--- config.mk ---
export PLATFORM = sky130hd
export DESIGN_NAME = zc_commit_ctrl
export DESIGN_NICKNAME = d
export VERILOG_FILES = /design/src/rtl/zc_commit_pkg.sv /design/src/rtl/zc_point_select.sv /design/src/rtl/zc_timeout.sv /design/src/rtl/zc_commit_ctrl.sv
export SDC_FILE = /design/constraint.sdc
export NUM_CORES = 1
export LEC_CHECK = 0
export BUFFER_PORTS_ARGS = -buffer_cell sky130_fd_sc_hd__buf_4
export CAP_MARGIN = 20
export CORE_ASPECT_RATIO = 1.1
export CORE_MARGIN = 8
export CORE_UTILIZATION = 30
export DETAILED_ROUTE_END_ITERATION = 10
export SKIP_CTS_REPAIR_TIMING = 1
export SLEW_MARGIN = 0
export SYNTH_ARGS = -nofsm -noshare
export SYNTH_HDL_FRONTEND = slang
export SYNTH_SLANG_ARGS = --single-unit
--- constraint.sdc ---
create_clock -name clk -period 2.5 [get_ports clk]
set_clock_uncertainty 0.15 [all_clocks]
set_input_delay 0.125 -clock clk [delete_from_list [all_inputs] [get_ports clk]]
set_output_delay 0.125 -clock clk [all_outputs]
set_load 0.02 [all_outputs]
--- src/rtl/zc_commit_pkg.sv ---
package zc_commit_pkg;
  localparam int MODE_LSB  = 36;  // two mode bits, 2'b00 = defer to a zero crossing
  localparam int POINT_LSB = 38;  // two point bits decoded, two above them unused
  localparam int ZC_POINTS = 4;
  localparam int PT_W      = 2;

  typedef enum logic [PT_W-1:0] {
    PT_SELECTOR = 2'd0,
    PT_VOLUME   = 2'd1,
    PT_TONE     = 2'd2,
    PT_FADER    = 2'd3
  } zc_point_e;

  function automatic logic wants_defer(input logic [1:0] mode);
    return mode == 2'b00;
  endfunction
endpackage

--- src/rtl/zc_point_select.sv ---
module zc_point_select
  import zc_commit_pkg::*;
(
  input  logic [ZC_POINTS-1:0] pulses,
  input  logic [PT_W-1:0]      point,
  output logic                 hit
);
  logic [ZC_POINTS-1:0] match;

  for (genvar i = 0; i < ZC_POINTS; i++) begin : g_match
    assign match[i] = pulses[i] && (point == PT_W'(i));
  end

  assign hit = |match;
endmodule

--- src/rtl/zc_timeout.sv ---
module zc_timeout #(
  parameter int TMO_TICKS = 25
) (
  input  logic clk,
  input  logic rst,
  input  logic restart,
  input  logic run,
  input  logic tick,
  output logic expire
);
  localparam int CNT_W = (TMO_TICKS > 1) ? $clog2(TMO_TICKS) : 1;
  localparam logic [CNT_W-1:0] LAST = CNT_W'(TMO_TICKS - 1);

  logic [CNT_W-1:0] cnt_q;

  assign expire = run && tick && (cnt_q == LAST);

  always_ff @(posedge clk) begin
    if (rst || restart) begin
      cnt_q <= '0;
    end else if (run && tick && !expire) begin
      cnt_q <= cnt_q + 1'b1;
    end
  end
endmodule

--- src/rtl/zc_commit_ctrl.sv ---
module zc_commit_ctrl
  import zc_commit_pkg::*;
#(
  parameter int WORD_W    = 44,
  parameter int TMO_TICKS = 25
) (
  input  logic                 clk,
  input  logic                 rst,
  input  logic                 word_valid,
  input  logic [WORD_W-1:0]    word_in,
  input  logic [ZC_POINTS-1:0] zc_hit,
  input  logic                 tmo_tick,
  output logic [WORD_W-1:0]    applied_word,
  output logic                 commit_pulse,
  output logic                 holding
);
  logic [WORD_W-1:0] applied_q;
  logic [WORD_W-1:0] held_q;
  logic              commit_q;
  logic              hold_q;
  zc_point_e         point_q;

  logic defer_new;
  logic accept_defer;
  logic point_hit;
  logic expire;
  logic fire;

  assign defer_new    = wants_defer(word_in[MODE_LSB +: 2]);
  assign accept_defer = word_valid && defer_new;

  zc_point_select u_sel (
    .pulses (zc_hit),
    .point  (point_q),
    .hit    (point_hit)
  );

  zc_timeout #(.TMO_TICKS(TMO_TICKS)) u_tmo (
    .clk     (clk),
    .rst     (rst),
    .restart (accept_defer),
    .run     (hold_q),
    .tick    (tmo_tick),
    .expire  (expire)
  );

  assign fire = hold_q && !word_valid && (point_hit || expire);

  always_ff @(posedge clk) begin
    if (rst) begin
      applied_q <= '0;
      held_q    <= '0;
      commit_q  <= 1'b0;
      hold_q    <= 1'b0;
      point_q   <= PT_SELECTOR;
    end else begin
      commit_q <= 1'b0;
      if (word_valid) begin
        if (defer_new) begin
          held_q  <= word_in;
          point_q <= zc_point_e'(word_in[POINT_LSB +: PT_W]);
          hold_q  <= 1'b1;
        end else begin
          applied_q <= word_in;
          commit_q  <= 1'b1;
          hold_q    <= 1'b0;
        end
      end else if (fire) begin
        applied_q <= held_q;
        commit_q  <= 1'b1;
        hold_q    <= 1'b0;
      end
    end
  end

  assign applied_word = applied_q;
  assign commit_pulse = commit_q;
  assign holding      = hold_q;
endmodule

==> impl_metrics.env, run 1 <==
export IMPL_fin_area_mm2=0.005647
export IMPL_cts_root_buf="clkbuf_16"
export IMPL_antenna_found_initial=0
export IMPL_yosysWarnings=0
export IMPL_r2r_start="u_tmo.cnt_q[0]$_SDFFE_PP0P_"
export IMPL_num_vias=3683
export IMPL_io_pins=98
export IMPL_die_area_mm2=0.01758
export IMPL_fillers=1327
export IMPL_reg2reg_to="applied_word[22]$_SDFFE_PP0P_"
export IMPL_yosysMostFrequentCell="dfxtp_1"
export IMPL_dr_pass1_iters=5
export IMPL_cts_sinks=95
export IMPL_ant_nets=0
export IMPL_gp_congestion=0.7182
export IMPL_row_count=44
export IMPL_final_util_pct=42.56
export IMPL_grt_pass1_wl_um=17780
export IMPL_placed_cell_area_mm2=0.004902
export IMPL_grt_util_all_layers_pct=12.33
export IMPL_end_kind="flop"
export IMPL_reg2reg_depth=7
export IMPL_drt_iter0_drc=232
export IMPL_cts_made_buffers=9
export IMPL_wl_per_cell_um=14.36
export IMPL_clk_latency_ns=0.33
export IMPL_clockBufferDepth=2
export IMPL_core_region_area_mm2=0.01327
export IMPL_final_setup_tns_ns=0
export IMPL_drive_above_1_share_pct=27.55
export IMPL_synth_commonest_cells="dfxtp_1 (95), nand2_1 (86), nor3_1 (86)"
export IMPL_power_density_mw_per_mm2=683.5
export IMPL_netlist_instances=480
export IMPL_worstPathRequired_ns=2.58
export IMPL_hold_path_depth=3
export IMPL_synthTopCellsByArea="dfxtp_1 (47%), nor3_1 (11%), o22a_2 (9.3%)"
export IMPL_hold_path_end="applied_word[37]$_SDFFE_PP0P_"
export IMPL_min_delay_start="word_in[36]"
export IMPL_finalWirelength_um=11250
export IMPL_syn_cell_area_mm2=0.004078
export IMPL_fmax_mhz=453.8
export IMPL_dpl_hpwl_um=7312
export IMPL_tightest_slew_ns=0.8768
export IMPL_ys_flop_type="dfxtp_1"
export IMPL_start_util_pct=30.73
export IMPL_grt_pass1_vias=3427
export IMPL_nNetsFinal=648
export IMPL_syn_nets=534
export IMPL_grt_overflow_total=0
export IMPL_hold_path_class="in2reg"
export IMPL_fin_crit_sh_pct=88.15
export IMPL_setup_viol=0
export IMPL_ir_drop_mv=0.3016
export IMPL_diodes=0
export IMPL_cp_arrival_ns=2.28
export IMPL_report_final_slew_viol_count=0
export IMPL_yosys_area_top_type="dfxtp_1"
export IMPL_htreeDepth=3
export IMPL_die_y_um=138.3
export IMPL_finalHoldViolCount=0
export IMPL_synth_edf_count=0
export IMPL_relSlewSlack_pct=41.46
export IMPL_rsz0062_at_grt="no"
export IMPL_cts_tree="done"
export IMPL_drcViolationCount=0
export IMPL_synth_seq_area_share_pct=46.64
export IMPL_cp_start_kind="flop"
export IMPL_fin_crit_ns=2.204
export IMPL_status="finished, final reports clean"
export IMPL_die_width_um=127.2
export IMPL_avgSynthCellArea_um2=8.495
export IMPL_path_class="reg2reg"
export IMPL_async_reset_ff_share_pct=0
export IMPL_grt_max_degree=51
export IMPL_reg2reg_slack_ns=0.30
export IMPL_clk_transition_reported_paths_ns=0.07
export IMPL_cp_max_fo=44
export IMPL_layout_cells_non_filler=783
export IMPL_areaGrowthSynthToFinish_pct=38.48
export IMPL_io_buffers=97
export IMPL_power_leakage_uw=0.002198
export IMPL_yosys_register_bits=95
export IMPL_numPlacedInstances=725
export IMPL_synth_distinct_cells=30
export IMPL_max_cap_violations=0
export IMPL_vias_per_cell=4.704
export IMPL_netlist_area_leader_share_pct=46.64
==> power breakdown <==
group / leakage [uW] / internal (uW) / switching (uW)
clock network: 0.000156 / 904 / 572
registers: 0.000780 / 1620 / 64.8
logic: 0.00126 / 345 / 348
total: 0.00220 / 2870 / 986
==> metrics by stage <==
stage / power [uW] / worst slack (ns) / hold slack, ns
2_1_floorplan: 2099 / 0.4800 / 0.1110
3_3_place_gp: 2359 / 0.3720 / 0.2334
3_5_place_dp: 2373 / 0.3157 / 0.2416
4_1_cts: 3859 / 0.3041 / -0.1236
5_1_grt: 4030 / 0.2316 / 0.03078
6_report: 3860 / 0.2963 / 0.01671
==> critical path: stages, from the launching register on <==
cell	delay (ns)
dfxtp_1	0.40
inv_1	0.06
ha_1	0.19
and4b_2	0.25
a211o_2	0.34
o211a_1	0.12
buf_4	0.28
o22a_2	0.28
==> metal layers <==
layer | part of all wire (%) | track usage, % | vias to the layer above
li1 | - | - | 1883
met1 | 45 | 14.91 | 1696
met2 | 48 | 20.46 | 91
met3 | 5.0 | 2.654 | 13
met4 | 1.7 | 5.517 | 0
met5 | 0 | 0 | -
==> worst max-delay path by stage <==
stage	start	end	slack [ns]	cells after the start
3_5_place_dp	u_tmo.cnt_q[0]$_SDFFE_PP0P_	applied_word[30]$_SDFFE_PP0P_	0.32	7
4_1_cts	u_tmo.cnt_q[0]$_SDFFE_PP0P_	applied_word[22]$_SDFFE_PP0P_	0.30	7
2_1_floorplan	held_q[38]$_SDFFE_PP0P_	applied_word[0]$_SDFFE_PP0P_	0.48	6
5_1_grt	u_tmo.cnt_q[0]$_SDFFE_PP0P_	applied_word[18]$_SDFFE_PP0P_	0.23	7
6_report	u_tmo.cnt_q[0]$_SDFFE_PP0P_	applied_word[22]$_SDFFE_PP0P_	0.30	7
3_3_place_gp	held_q[38]$_SDFFE_PP0P_	applied_word[19]$_SDFFE_PP0P_	0.37	5
==> cells in the final DEF (no fill, tap or decap), types with 6 or more instances in the layout <==
cell           count
o22a_1             6
nor2b_1           42
buf_4            101
a21oi_1           43
inv_1              6
o22a_2            38
clkbuf_16          9
dlygate4sd3_1     42
nor2_1            10
dfxtp_1           95
nor3_1            86
nand2_1           86
==> sequential cells by signal (all words and copies together) (netlist names) <==
register,flops
u_tmo.cnt_q,5
commit_pulse,1
held_q,44
holding,1
applied_word,44
==> area by class of cell <==
type	instances	area [um2]	share of cell area [%]
Clock buffer	11	242.7	4.299
Clock inverter	5	81.33	1.440
Inverter	7	26.28	0.4653
Multi-Input combinational cell	335	1926	34.10
Sequential cell	95	1902	33.68
Tap cell	184	230.2	4.077
Timing Repair Buffer	146	1239	21.94
==> cell families (layout without fill, tap and decap cells) <==
kind of cell               count (synthesis)  in the layout  share of synthesized area [%]
and+or+nand+nor                          232            232                          27.12
AOI/OAI and AO/OA                         96             96                          17.92
DFF                                       95             95                          46.64
buffers and inverters                     50            169                          6.290
xor gates and xnor gates                   4              4                         0.8593
adders and majority gates                  2              2                         0.6136
muxes                                      1              1                         0.5523
Note: power is estimated with default switching activity, not from simulation.
==> run 2, diff against run 1 <==
Settings changed: CTS_BUF_LIST set to sky130_fd_sc_hd__clkbuf_16.
==> run 2 against run 1 <==
Core utilization decreased by 0.075 points. Design area decreased by 0.18%. Sequential power about the same. Die area unchanged. Sequential cell count unchanged. Critical endpoint unchanged.
==> impl_metrics.env, run 2 (synthesis gave the netlist of run 1 again) <==
export IMPL_row_count=44
export IMPL_fin_crit_ns=2.200
export IMPL_finalWirelength_um=11220
export IMPL_placed_cell_area_mm2=0.004902
export IMPL_reg2reg_to="applied_word[22]$_SDFFE_PP0P_"
export IMPL_grt_max_degree=51
export IMPL_end_kind="flop"
export IMPL_drt_iter0_drc=244
export IMPL_io_buffers=97
export IMPL_cts_tree="done"
export IMPL_worstPathRequired_ns=2.58
export IMPL_power_density_mw_per_mm2=678.4
export IMPL_cts_sinks=95
export IMPL_fin_area_mm2=0.005637
export IMPL_wl_per_cell_um=14.33
export IMPL_start_util_pct=30.73
export IMPL_slowest_delay_ns=0.40
export IMPL_ir_drop_mv=0.3003
export IMPL_cts_root_buf="clkbuf_16"
export IMPL_numPlacedInstances=725
export IMPL_grt_pass1_wl_um=17720
export IMPL_setup_viol=0
export IMPL_grt_pass1_vias=3420
export IMPL_die_y_um=138.3
export IMPL_antenna_found_initial=0
export IMPL_tightest_slew_ns=0.8768
export IMPL_nNetsFinal=648
export IMPL_r2r_start="u_tmo.cnt_q[0]$_SDFFE_PP0P_"
export IMPL_grt_util_all_layers_pct=12.29
export IMPL_diodes=0
export IMPL_final_setup_tns_ns=0
export IMPL_cts_made_buffers=9
export IMPL_core_region_area_mm2=0.01327
export IMPL_reg2reg_slack_ns=0.30
export IMPL_hold_path_depth=3
export IMPL_status="finished, final reports clean"
export IMPL_slowest_stage="dfxtp_1"
export IMPL_hold_path_class="in2reg"
export IMPL_final_common_cell="buf_4"
export IMPL_clk_latency_ns=0.34
export IMPL_finalHoldViolCount=0
export IMPL_die_area_mm2=0.01758
export IMPL_hold_path_end="applied_word[37]$_SDFFE_PP0P_"
export IMPL_layout_cells_non_filler=783
export IMPL_die_width_um=127.2
export IMPL_fin_crit_sh_pct=88.01
export IMPL_rsz0062_at_grt="no"
export IMPL_cp_start_kind="flop"
export IMPL_clk_transition_reported_paths_ns=0.07
export IMPL_relSlewSlack_pct=41.46
export IMPL_vias_per_cell=4.704
export IMPL_path_class="reg2reg"
export IMPL_reg2reg_depth=7
export IMPL_cp_arrival_ns=2.28
export IMPL_dr_pass1_iters=4
export IMPL_drcViolationCount=0
export IMPL_io_pins=98
export IMPL_max_cap_violations=0
export IMPL_cp_max_fo=44
export IMPL_dpl_hpwl_um=7312
export IMPL_critical_path_cell_chain="inv_1 > ha_1 > and4b_2 > a211o_2 > o211a_1 > buf_4 > o22a_2"
export IMPL_fmax_mhz=454.5
export IMPL_ant_nets=0
export IMPL_htreeDepth=3
export IMPL_min_delay_start="word_in[36]"
export IMPL_gp_congestion=0.7182
export IMPL_num_vias=3683
export IMPL_report_final_slew_viol_count=0
export IMPL_grt_overflow_total=0
export IMPL_clockBufferDepth=2
export IMPL_power_leakage_uw=0.002197
export IMPL_areaGrowthSynthToFinish_pct=38.23
export IMPL_layout_common_cells="buf_4 (101), dfxtp_1 (95), nor3_1 (86), nand2_1 (86), a21oi_1 (43)"
export IMPL_final_util_pct=42.48
export IMPL_drive_above_1_share_pct=27.38
run 2: cell type report:
cell class / count / area [um2]
Tap cell: 184 / 230.2
Multi-Input combinational cell: 335 / 1926
Clock inverter: 7 / 88.84
Timing Repair Buffer: 146 / 1239
Sequential cell: 95 / 1902
Fill cell: 1327 / 7631
Inverter: 7 / 26.28
Clock buffer: 9 / 225.2
run 2: metrics by stage:
step | hold slack, ns | worst slack (ns) | total power (uW)
floorplan | 0.1110 | 0.4800 | 2099
global placement | 0.2334 | 0.3720 | 2359
detailed placement | 0.2416 | 0.3157 | 2373
CTS | -0.1238 | 0.3041 | 3824
global route | 0.03078 | 0.2303 | 3992
finish | 0.01687 | 0.2996 | 3824
run 2: worst max-delay path: cells and delay by family, from the launching register on:
| family | cells | cell delay [ns] |
|---|---|---|
| fa+ha+maj | 1 | 0.19 |
| simple gates | 1 | 0.25 |
| compound gates | 3 | 0.74 |
| buf+inv | 2 | 0.34 |
| flops | 1 | 0.40 |
run 2: worst max path at each step:
stage                                         end  cells past startpoint                        start
floorplan            applied_word[0]$_SDFFE_PP0P_                      6      held_q[38]$_SDFFE_PP0P_
global placement    applied_word[19]$_SDFFE_PP0P_                      5      held_q[38]$_SDFFE_PP0P_
detailed placement  applied_word[30]$_SDFFE_PP0P_                      7  u_tmo.cnt_q[0]$_SDFFE_PP0P_
CTS                 applied_word[22]$_SDFFE_PP0P_                      7  u_tmo.cnt_q[0]$_SDFFE_PP0P_
global route        applied_word[13]$_SDFFE_PP0P_                      7  u_tmo.cnt_q[0]$_SDFFE_PP0P_
finish              applied_word[22]$_SDFFE_PP0P_                      7  u_tmo.cnt_q[0]$_SDFFE_PP0P_
run 2: per-layer routing:
layer / share of wire (%) / vias to the layer above / track usage, %
met5: 0 / - / 0
met4: 1.7 / 0 / 5.517
met3: 5.4 / 13 / 2.654
met2: 48 / 97 / 20.40
met1: 45 / 1690 / 14.84
li1: - / 1883 / -
run 2: report_power, final:
group / switching (uW) / internal [uW]
sequential: 65.1 / 1620
combinational: 348 / 345
clock: 572 / 869
total: 985 / 2840
==> run 3, diff against run 2 <==
Settings changed: PLACE_DENSITY set to 0.51.
==> run 3 against run 2 <==
Register-to-register slack got worse by 0.04 ns. Core utilization barely moved. Wire length rose by 2.3%. Setup slack got worse by 0.038 ns. Non-clock buffer count rose by 3. Combinational power rose by 0.6%. Power fell by 1.6%. Worst hold slack got worse by 0.0051 ns. Largest power group unchanged.
==> impl_metrics.env, run 3 (synthesis gave the netlist of run 1 again) <==
export IMPL_status="finished, final reports clean"
export IMPL_cts_made_buffers=9
export IMPL_drive_above_1_share_pct=27.91
export IMPL_num_vias=3682
export IMPL_grt_pass1_vias=3541
export IMPL_wl_per_cell_um=14.61
export IMPL_die_area_mm2=0.01758
export IMPL_finalWirelength_um=11480
export IMPL_critical_path_cell_chain="inv_1 > ha_1 > and4b_2 > a311o_2 > a21oi_4 > buf_4 > o22a_2"
export IMPL_io_pins=98
export IMPL_nNetsFinal=651
export IMPL_ir_drop_mv=0.3478
export IMPL_grt_overflow_total=0
export IMPL_fmax_mhz=446.8
export IMPL_slowest_delay_ns=0.44
export IMPL_io_buffers=97
export IMPL_grt_util_all_layers_pct=12.87
export IMPL_vias_per_cell=4.684
export IMPL_clk_transition_reported_paths_ns=0.07
export IMPL_clk_latency_ns=0.34
export IMPL_areaGrowthSynthToFinish_pct=38.08
export IMPL_cp_max_fo=26
export IMPL_seq_area_mm2=0.001902
export IMPL_cp_arrival_ns=2.37
export IMPL_grt_max_degree=54
export IMPL_layout_common_cells="buf_4 (105), dfxtp_1 (95), nor3_1 (86), nand2_1 (86), a21oi_1 (43)"
export IMPL_min_delay_start="word_in[36]"
export IMPL_worstPathRequired_ns=2.63
export IMPL_fin_crit_ns=2.238
export IMPL_r2r_start="u_tmo.cnt_q[0]$_SDFFE_PP0P_"
export IMPL_power_leakage_uw=0.002186
export IMPL_fin_crit_sh_pct=89.52
export IMPL_ant_nets=0
export IMPL_start_util_pct=30.73
export IMPL_final_common_cell="buf_4"
export IMPL_worstSetupStartpoint="u_tmo.cnt_q[0]$_SDFFE_PP0P_"
export IMPL_die_width_um=127.2
export IMPL_end_kind="flop"
export IMPL_gp_congestion=0.7626
export IMPL_hold_path_class="in2reg"
export IMPL_drt_iter0_drc=214
export IMPL_clockBufferDepth=2
export IMPL_antenna_found_initial=0
export IMPL_core_region_area_mm2=0.01327
export IMPL_multi_input_area_mm2=0.001926
export IMPL_cts_root_buf="clkbuf_16"
export IMPL_drcViolationCount=0
export IMPL_power_density_mw_per_mm2=668.1
export IMPL_max_cap_violations=0
export IMPL_cp_start_kind="flop"
export IMPL_fillers=1327
export IMPL_row_count=44
export IMPL_dpl_hpwl_um=7572
export IMPL_finalHoldViolCount=0
export IMPL_die_y_um=138.3
export IMPL_slowest_stage="a311o_2"
export IMPL_cts_tree="done"
export IMPL_diodes=0
export IMPL_tightest_slew_ns=0.8865
export IMPL_final_setup_tns_ns=0
export IMPL_report_final_slew_viol_count=0
export IMPL_cts_sinks=95
export IMPL_grt_pass1_wl_um=18350
export IMPL_setup_viol=0
export IMPL_rsz0062_at_grt="no"
export IMPL_total_power_uw=3762
export IMPL_htreeDepth=3
export IMPL_dr_pass1_iters=4
export IMPL_relSlewSlack_pct=40.90
export IMPL_path_class="reg2reg"
## run 3: worst max-delay path, delay by kind of cell (launching register included)
family,cells,cell delay (ns)
compound gates,3,0.81
flops,1,0.40
buf+inv,2,0.38
simple gates,1,0.25
fa+ha+maj,1,0.18
## run 3: layout make-up
type | count | area share [%]
multi-input combinational | 335 | 34.20
sequential | 95 | 33.78
timing repair buffer | 149 | 22.18
tap | 184 | 4.089
clock buffer | 9 | 4.000
clock inverter | 7 | 1.289
inverter | 7 | 0.4667
## run 3: power by group
part	internal, uW	leakage [uW]	switching (uW)
logic	347	0.00127	350
registers	1620	0.000780	65.1
clock network	775	0.000132	600
## run 3: worst paths after layout
check	cells past startpoint	slack [ns]	endpoint
max	7	0.26	applied_word[20]$_SDFFE_PP0P_
min	3	0.01	applied_word[37]$_SDFFE_PP0P_
max reg2reg	7	0.26	applied_word[20]$_SDFFE_PP0P_
min reg2reg	2	0.28	held_q[37]$_SDFFE_PP0P_
## run 3: per-stage QoR
stage	cells	util, %	hold WS [ns]	worst slack [ns]	area (um2)
detailed placement	728	37.02	0.2442	0.2738	4912
finish	786	42.44	0.01177	0.2620	5630
global placement	728	37.02	0.2357	0.3172	4912
CTS	744	39.27	-0.1214	0.2462	5210
floorplan	480	-	0.1110	0.4800	4078
global route	786	42.44	0.01315	0.1747	5630
## run 3: routing by layer
layer  wire (um)  share of wire [%]  GRT usage, %  vias to the layer above
met1        5205                 45         15.31                     1704
li1            -                  -             -                     1895
met5           0                  0             0                        -
met2        5594                 49         21.83                       71
met4         148                1.3         3.950                        0
met3         532                4.6         3.654                       12
